[src/rtl/cfs_pkg.sv]
package cfs_pkg;

   typedef enum logic [2:0] {
      ST_IDLE,
      ST_FRZ,
      ST_WACT,
      ST_CHG,
      ST_BYP,
      ST_SETL
   } seq_st_e;

   localparam logic [2:0] SEL_CTRL = 3'd0;
   localparam logic [2:0] SEL_ACT  = 3'd1;
   localparam logic [2:0] SEL_ABT  = 3'd2;
   localparam logic [2:0] SEL_PST  = 3'd3;
   localparam logic [2:0] SEL_FSL  = 3'd4;

   localparam int CTRL_W = 8;

   localparam logic [CTRL_W-1:0] CODE_FULL = 8'h01;
   localparam logic [CTRL_W-1:0] CODE_HALF = 8'h02;
   localparam logic [CTRL_W-1:0] CODE_SLOW = 8'h20;

   function automatic logic code_legal(input logic [CTRL_W-1:0] v);
      return (v == CODE_FULL) || (v == CODE_HALF) || (v == CODE_SLOW);
   endfunction

   function automatic int max2(input int a, input int b);
      return (a > b) ? a : b;
   endfunction

endpackage

[src/rtl/cfs_regs.sv]
module cfs_regs
   import cfs_pkg::*;
#(
   parameter int DATA_W = 32,
   parameter int ACT_W  = 8,
   parameter int ABT_W  = 16,
   parameter int PST_W  = 32,
   parameter int FSL_W  = 32
) (
   input  logic              clk,
   input  logic              rst_n,
   input  logic              wr_en,
   input  logic [2:0]        wr_sel,
   input  logic [DATA_W-1:0] wr_data,
   output logic              trig,
   output logic [ACT_W-1:0]  act_q,
   output logic [ABT_W-1:0]  abt_q,
   output logic [PST_W-1:0]  pst_q,
   output logic [FSL_W-1:0]  fsl_q
);

   logic [CTRL_W-1:0] ctrl_q;
   logic [CTRL_W-1:0] new_code;
   logic [CTRL_W-1:0] rise_bits;

   assign new_code  = wr_data[CTRL_W-1:0];
   assign rise_bits = new_code & ~ctrl_q;
   assign trig      = wr_en && (wr_sel == SEL_CTRL) && code_legal(new_code)
                      && (rise_bits != '0);

   always_ff @(posedge clk or negedge rst_n) begin
      if (!rst_n) begin
         ctrl_q <= '0;
         act_q  <= '0;
         abt_q  <= '0;
         pst_q  <= '0;
         fsl_q  <= '0;
      end else if (wr_en) begin
         case (wr_sel)
            SEL_CTRL: ctrl_q <= new_code;
            SEL_ACT:  act_q  <= wr_data[ACT_W-1:0];
            SEL_ABT:  abt_q  <= wr_data[ABT_W-1:0];
            SEL_PST:  pst_q  <= wr_data[PST_W-1:0];
            SEL_FSL:  fsl_q  <= wr_data[FSL_W-1:0];
            default: ;
         endcase
      end
   end


   ctrl_capture_chk: assert property (@(posedge clk) disable iff (!rst_n)
      (wr_en && wr_sel == SEL_CTRL) |=> (ctrl_q == $past(new_code)));


   act_capture_chk: assert property (@(posedge clk) disable iff (!rst_n)
      (wr_en && wr_sel == SEL_ACT) |=> (act_q == $past(wr_data[ACT_W-1:0])));

endmodule

[src/rtl/cfs_dcount.sv]
module cfs_dcount #(
   parameter int W = 8
) (
   input  logic         clk,
   input  logic         rst_n,
   input  logic         load,
   input  logic [W-1:0] val,
   output logic         run,
   output logic         last
);

   logic [W-1:0] cnt;

   assign last = run && (cnt == '0);

   always_ff @(posedge clk or negedge rst_n) begin
      if (!rst_n) begin
         cnt <= '0;
         run <= 1'b0;
      end else if (load) begin
         cnt <= val;
         run <= 1'b1;
      end else if (run) begin
         if (cnt == '0) run <= 1'b0;
         else           cnt <= cnt - W'(1);
      end
   end


   cnt_stop_chk: assert property (@(posedge clk) disable iff (!rst_n)
      (last && !load) |=> !run);


   cnt_hold_idle_chk: assert property (@(posedge clk) disable iff (!rst_n)
      (!run && !load) |=> !run);

endmodule

[src/rtl/cfs_fsm.sv]
module cfs_fsm
   import cfs_pkg::*;
#(
   parameter int SEQ_W    = 16,
   parameter int HOLD_CYC = 64
) (
   input  logic             clk,
   input  logic             rst_n,
   input  logic             trig,
   input  logic             ack,
   input  logic [SEQ_W-1:0] act_v,
   input  logic [SEQ_W-1:0] abt_v,
   input  logic             seq_run,
   input  logic             seq_last,
   input  logic             pst_run,
   input  logic             pst_last,
   input  logic             fsl_run,
   input  logic             fsl_last,
   output logic             seq_load,
   output logic [SEQ_W-1:0] seq_val,
   output logic             set_load,
   output logic             freeze_on,
   output logic             chg_on,
   output logic             byp_on,
   output logic             busy,
   output logic             rate_edge
);

   seq_st_e st, nxt;

   always_comb begin
      nxt      = st;
      seq_load = 1'b0;
      seq_val  = '0;
      set_load = 1'b0;
      case (st)
         ST_IDLE: if (trig) nxt = ST_FRZ;
         ST_FRZ: if (ack) begin
            nxt      = ST_WACT;
            seq_load = 1'b1;
            seq_val  = act_v;
         end
         ST_WACT: if (seq_last) begin
            nxt      = ST_CHG;
            seq_load = 1'b1;
            seq_val  = abt_v;
         end
         ST_CHG: if (seq_last) begin
            nxt      = ST_BYP;
            seq_load = 1'b1;
            seq_val  = SEQ_W'(HOLD_CYC - 1);
         end
         ST_BYP: if (seq_last) begin
            nxt      = ST_SETL;
            set_load = 1'b1;
         end
         ST_SETL: if (!pst_run && !fsl_run) nxt = ST_IDLE;
         default: nxt = ST_IDLE;
      endcase
   end

   always_ff @(posedge clk or negedge rst_n) begin
      if (!rst_n) begin
         st        <= ST_IDLE;
         rate_edge <= 1'b0;
      end else begin
         st        <= nxt;
         rate_edge <= (st == ST_SETL) && fsl_last;
      end
   end

   assign busy      = (st != ST_IDLE);
   assign chg_on    = (st == ST_CHG) || (st == ST_BYP);
   assign byp_on    = (st == ST_BYP);
   assign freeze_on = (st == ST_FRZ) || (st == ST_WACT) || chg_on
                      || ((st == ST_SETL) && pst_run);


   busy_start_chk: assert property (@(posedge clk) disable iff (!rst_n)
      $rose(busy) |-> $past(trig));


   chg_after_wait_chk: assert property (@(posedge clk) disable iff (!rst_n)
      $rose(chg_on) |-> $past(seq_last));


   seq_busy_chk: assert property (@(posedge clk) disable iff (!rst_n)
      (st == ST_CHG) |-> seq_run);


   pst_end_chk: assert property (@(posedge clk) disable iff (!rst_n)
      pst_last |=> !freeze_on);


   rate_pulse_chk: assert property (@(posedge clk) disable iff (!rst_n)
      rate_edge |=> !rate_edge);


   no_abort_chk: assert property (@(posedge clk) disable iff (!rst_n)
      (busy && st != ST_SETL) |=> busy);

endmodule

[src/rtl/cfs_seq_top.sv]
module cfs_seq_top
   import cfs_pkg::*;
#(
   parameter int DATA_W   = 32,
   parameter int ACT_W    = 8,
   parameter int ABT_W    = 16,
   parameter int PST_W    = 32,
   parameter int FSL_W    = 32,
   parameter int HOLD_CYC = 64,
   parameter int N_CHG    = 3
) (
   input  logic              clk,
   input  logic              rst_n,
   input  logic              wr_en,
   input  logic [2:0]        wr_sel,
   input  logic [DATA_W-1:0] wr_data,
   input  logic              freeze_ack,
   output logic              freeze_n,
   output logic [N_CHG-1:0]  chg_n,
   output logic              pll_bypass,
   output logic              rate_edge,
   output logic              busy
);

   localparam int HOLD_W = $clog2(HOLD_CYC) + 1;
   localparam int SEQ_W  = max2(max2(ACT_W, ABT_W), HOLD_W);

   if (HOLD_CYC < 1) begin : g_bad_hold
      $error("HOLD_CYC must be at least 1");
   end
   if (N_CHG < 1) begin : g_bad_lines
      $error("N_CHG must be at least 1");
   end
   if (DATA_W < CTRL_W || DATA_W < max2(max2(ACT_W, ABT_W), max2(PST_W, FSL_W)))
   begin : g_bad_data
      $error("DATA_W narrower than a register");
   end

   logic              trig;
   logic [ACT_W-1:0]  act_q;
   logic [ABT_W-1:0]  abt_q;
   logic [PST_W-1:0]  pst_q;
   logic [FSL_W-1:0]  fsl_q;
   logic              seq_load, set_load;
   logic [SEQ_W-1:0]  seq_val;
   logic              seq_run, seq_last;
   logic              pst_run, pst_last;
   logic              fsl_run, fsl_last;
   logic              freeze_on, chg_on, byp_on;

   cfs_regs #(
      .DATA_W(DATA_W), .ACT_W(ACT_W), .ABT_W(ABT_W), .PST_W(PST_W), .FSL_W(FSL_W)
   ) u_regs (
      .clk(clk), .rst_n(rst_n), .wr_en(wr_en), .wr_sel(wr_sel), .wr_data(wr_data),
      .trig(trig), .act_q(act_q), .abt_q(abt_q), .pst_q(pst_q), .fsl_q(fsl_q)
   );

   cfs_dcount #(.W(SEQ_W)) u_seq_cnt (
      .clk(clk), .rst_n(rst_n), .load(seq_load), .val(seq_val),
      .run(seq_run), .last(seq_last)
   );

   cfs_dcount #(.W(PST_W)) u_pst_cnt (
      .clk(clk), .rst_n(rst_n), .load(set_load), .val(pst_q),
      .run(pst_run), .last(pst_last)
   );

   cfs_dcount #(.W(FSL_W)) u_fsl_cnt (
      .clk(clk), .rst_n(rst_n), .load(set_load), .val(fsl_q),
      .run(fsl_run), .last(fsl_last)
   );

   cfs_fsm #(.SEQ_W(SEQ_W), .HOLD_CYC(HOLD_CYC)) u_fsm (
      .clk(clk), .rst_n(rst_n), .trig(trig), .ack(freeze_ack),
      .act_v(SEQ_W'(act_q)), .abt_v(SEQ_W'(abt_q)),
      .seq_run(seq_run), .seq_last(seq_last),
      .pst_run(pst_run), .pst_last(pst_last),
      .fsl_run(fsl_run), .fsl_last(fsl_last),
      .seq_load(seq_load), .seq_val(seq_val), .set_load(set_load),
      .freeze_on(freeze_on), .chg_on(chg_on), .byp_on(byp_on),
      .busy(busy), .rate_edge(rate_edge)
   );

   for (genvar i = 0; i < N_CHG; i++) begin : g_chg
      assign chg_n[i] = ~chg_on;
   end

   assign freeze_n   = ~freeze_on;
   assign pll_bypass = byp_on;


   byp_inside_chg_chk: assert property (@(posedge clk) disable iff (!rst_n)
      pll_bypass |-> (chg_n == '0));


   chg_under_freeze_chk: assert property (@(posedge clk) disable iff (!rst_n)
      (chg_n != {N_CHG{1'b1}}) |-> !freeze_n);


   idle_quiet_chk: assert property (@(posedge clk) disable iff (!rst_n)
      !busy |-> (freeze_n && !pll_bypass && chg_n == {N_CHG{1'b1}}));

endmodule

[config.mk]
export PLATFORM = sky130hd
export DESIGN_NAME = cfs_seq_top
export DESIGN_NICKNAME = d
export VERILOG_FILES = /design/src/rtl/cfs_pkg.sv /design/src/rtl/cfs_regs.sv /design/src/rtl/cfs_dcount.sv /design/src/rtl/cfs_fsm.sv /design/src/rtl/cfs_seq_top.sv
export SDC_FILE = /design/constraint.sdc
export NUM_CORES = 1
export LEC_CHECK = 0
export ABC_AREA = 1
export BUFFER_PORTS_ARGS = -buffer_cell sky130_fd_sc_hd__buf_4
export CORE_MARGIN = 10
export CORE_UTILIZATION = 40
export DETAILED_ROUTE_END_ITERATION = 7
export REMOVE_ABC_BUFFERS = 1
export SYNTH_ARGS = -nofsm -noshare
export SYNTH_HDL_FRONTEND = slang
export SYNTH_SLANG_ARGS = --single-unit
[constraint.sdc]
create_clock -name clk -period 2.5 [get_ports clk]
set_clock_uncertainty 0.05 [all_clocks]
set_input_delay 0.5 -clock clk [delete_from_list [all_inputs] [get_ports clk]]
set_output_delay 0.5 -clock clk [all_outputs]
set_load 0.05 [all_outputs]
==> results.cfg <==
[worst_setup_path]
critical-path-slowest-cell = dfrtp_1
timing.rr.start = u_pst_cnt.cnt[0]$_DFFE_PN0P_
path_max_fanout = 6
max_stage_delay_ns = 0.48
worstSetupPathType = reg -> out
cp-start-kind = flop
r2r_slack_ns = 0.23
cp_top_family = flip-flops
worst_r2r_endpoint = u_pst_cnt.cnt[14]$_DFFE_PN0P_
worstPathArrival_ns = 1.83
r2r_cells = 10
worstPathRequired_ns = 1.95
path_cells = inv_1 -> nor3_1 -> a211oi_2 -> buf_6
crit_buf_inv = 2
crit_path_end_kind = output port

[synthesis]
synth_area_leader_cell = dfrtp_1
synth_area_um2 = 10000
synth_top_cell_area_share_pct = 45.29
synth-seq-area-share_pct = 45.29
synthesis.instances = 1392
ys.flop_type = dfrtp_1
synth-edff-count = 0
yosysWarningCount = 0
ys_types = 28
synthTopCellsByArea = dfrtp_1 (45%), nand2_1 (20%), nor2_1 (6.7%), o21ai_0 (6.0%), nand3_1 (5.6%)
ys_ff_latch = 181
async_flop_share_pct = 100.0
syn_area_per_cell_um2 = 7.185

[worst_hold_path]
min_to = u_regs.fsl_q[27]$_DFFE_PN0P_
worst_hold_startpoint = wr_data[27]
min_path_cells = 3
min_path_type = in -> reg

[finish]
area_growth_pct = 13.20
multi_input_area_um2 = 4837
layout.nets = 1477
final-seq-area_um2 = 4529
drive_above_1_share_pct = 10.71
fill_cells = 2491
diodes = 0
finalCoreUtilization_pct = 46.28
fin_cells = 1771

[die]
fp.dieW_um = 178.1
die_h_um = 178.1
start_util_pct = 40.88
coreArea_um2 = 24460
io_pins = 46
die_area_um2 = 31730
num_rows = 57

[global_routing]
grt_max_degree = 65
grt.total_usage_pct = 17.21
overflow = 0
first_global_vias = 8461
antenna_found_initial = 0
grt_pass1_wl_mm = 44.10

[clock_network]
htree_levels = 4
cts_buffers = 17
path_clk_slew_ns = 0.08
post_cts_buffers = 0
cts.path.max_buffers = 2
cts_root_buf = clkbuf_16
cts_tree = built
clk_latency_ns = 0.44
cts_sinks = 181

[timing]
min_period_over_period_pct = 95.32
max-slew-margin-rel_pct = 45.44
hold_violations = 0
max_clock_freq_ghz = 0.4197
holdWs_ns = 0.2870
setup_viol = 0
worstMarginPinSlew_ns = 0.8165
slew_violations = 0
rsz0062_at_grt = true
period_needed_ns = 2.383

[detailed_routing]
wl_mm = 26.38
avgRoutedWirePerCell_um = 14.90
initialDrtViolationCount = 772
routed_via_density = 4.911
vias = 8698
drc_errors = 0
firstDrtPassIters = 5
drt.antenna.violating_nets = 0

[place]
post-place-cells = 1738
place_congestion = 0.9280
detailed_place_hpwl_mm = 19.47
port_buffers = 45

[pwr]
pwr_density_cell_nw_per_um2 = 759.3
power.total_mw = 8.595
p_leak_nw = 6.100
irDropWorstVdd_mv = 0.7715

[flow_run]
maxCapViolCount = 0

[status]
status = finished clean
==> worst max path at each step <==
stage	start	endpoint	slack, ns	depth (start not counted)
final	u_fsm.st[2]$_DFFE_PN0P_	freeze_n	0.12	4
after global routing	u_fsm.st[0]$_DFFE_PN0P_	freeze_n	-0.01	5
after CTS	u_fsm.st[1]$_DFFE_PN0P_	freeze_n	0.03	6
after detailed placement	u_pst_cnt.cnt[0]$_DFFE_PN0P_	u_pst_cnt.cnt[14]$_DFFE_PN0P_	0.19	10
after global placement	u_pst_cnt.cnt[0]$_DFFE_PN0P_	u_pst_cnt.cnt[10]$_DFFE_PN0P_	0.27	10
after floorplan	u_seq_cnt.cnt[0]$_DFFE_PN0P_	u_fsl_cnt.cnt[31]$_DFFE_PN0P_	-0.22	11
==> cell usage in the layout, fill, tap and decap left out, types with 2 or more instances in the layout <==
master        n
nor2_1      176
clkinvlp_4    3
ha_1          3
o21ai_1       3
inv_8         4
buf_4        59
inv_6         3
clkinv_8      3
nand2_2      16
nand2_1     519
o22ai_1       2
nor3_1        5
buf_12        4
xnor2_1      24
dfrtp_1     181
nand3_2      15
o21ai_0     119
inv_1       108
xor2_1       20
clkbuf_16    17
nand4_1      13
nor2_2       15
nand3b_1      3
a21oi_1       5
nand3_1     109
nor2_4        7
==> layer usage <==
layer | wire (um) | vias up | global-route usage (%) | share of wire, %
li1 | - | 4462 | - | -
met1 | 12530 | 4066 | 23.07 | 48
met2 | 12500 | 151 | 28.27 | 47
met3 | 1023 | 19 | 2.960 | 3.9
met4 | 321 | 0 | 4.203 | 1.2
met5 | 0 | - | 0 | 0
==> area by class of cell <==
cell class / instances / share of cell area (%)
Clock buffer: 17 / 3.758
Timing Repair Buffer: 66 / 4.929
Inverter: 109 / 3.614
Clock inverter: 15 / 1.382
Sequential cell: 181 / 40.01
Tap cell: 324 / 3.581
Multi-Input combinational cell: 1059 / 42.73
==> state kept, by name, indices dropped and copies added, names as in the netlist <==
signal,cells
u_fsl_cnt.cnt,32
u_pst_cnt.cnt,32
u_regs.fsl_q,32
u_regs.pst_q,32
u_regs.abt_q,16
u_seq_cnt.cnt,16
u_regs.act_q,8
u_regs.ctrl_q,6
u_fsm.st,3
u_fsl_cnt.run,1
u_fsm.rate_edge,1
u_pst_cnt.run,1
u_seq_cnt.run,1
==> through the flow <==
stage | instance area [um2] | setup slack, ns | TNS [ns]
6_report | 11320 | 0.1171 | 0
5_1_grt | 11320 | -0.01103 | -0.01103
3_5_place_dp | 10710 | 0.1936 | 0
3_3_place_gp | 10710 | 0.2686 | 0
2_1_floorplan | 9746 | -0.2171 | -5.975
4_1_cts | 11310 | 0.03177 | 0
==> Yosys cell counts (4+ instances only) <==
cell	n
a21oi_1	5
buf_2	9
buf_4	6
buf_6	8
clkbuf_1	20
dfrtp_1	181
ha_1	4
inv_1	108
nand2_1	520
nand2_2	15
nand3_1	112
nand3_2	12
nand4_1	13
nor2_1	178
nor2_2	13
nor2_4	7
nor3_1	5
o21ai_0	119
xnor2_1	24
xor2_1	20
==> worst register-to-register path, stage by stage (launching register included) <==
cell	delay, ns
dfrtp_1	0.40
inv_1	0.10
ha_1	0.20
nand2_1	0.13
nor2_4	0.15
nand2_2	0.09
nor2_2	0.12
nor2_2	0.10
nor2_4	0.64
nand2_1	0.14
nand3_1	0.12
==> report_power, final <==
group / total [mW] / internal [mW] / leakage, nW / switching (mW)
combinational: 2.20 / 0.776 / 3.46 / 1.43
clock: 2.66 / 1.33 / 0.276 / 1.33
sequential: 3.73 / 3.37 / 2.36 / 0.361
total: 8.60 / 5.48 / 6.10 / 3.12
==> logic make-up after synthesis <==
| logic type | after synthesis | synth area share (%) |
|---|---|---|
| buffers and inverters | 152 | 6.643 |
| XOR/XNOR | 44 | 3.853 |
| flip-flops | 181 | 45.29 |
| AND/OR/NAND/NOR | 879 | 36.99 |
| adder cells (fa/ha/maj) | 4 | 0.5005 |
| AO/OA/AOI/OAI | 132 | 6.718 |
==> repair_timing <==
action                                  4_1_cts  5_1_grt
resized for setup                             2        4
hold buffers                                  1        0
hold endpoints to repair                     49        0
pin swaps                                     0        2
endpoints found under the setup margin        1       16
No activity file was read; power rests on OpenSTA's default activity.
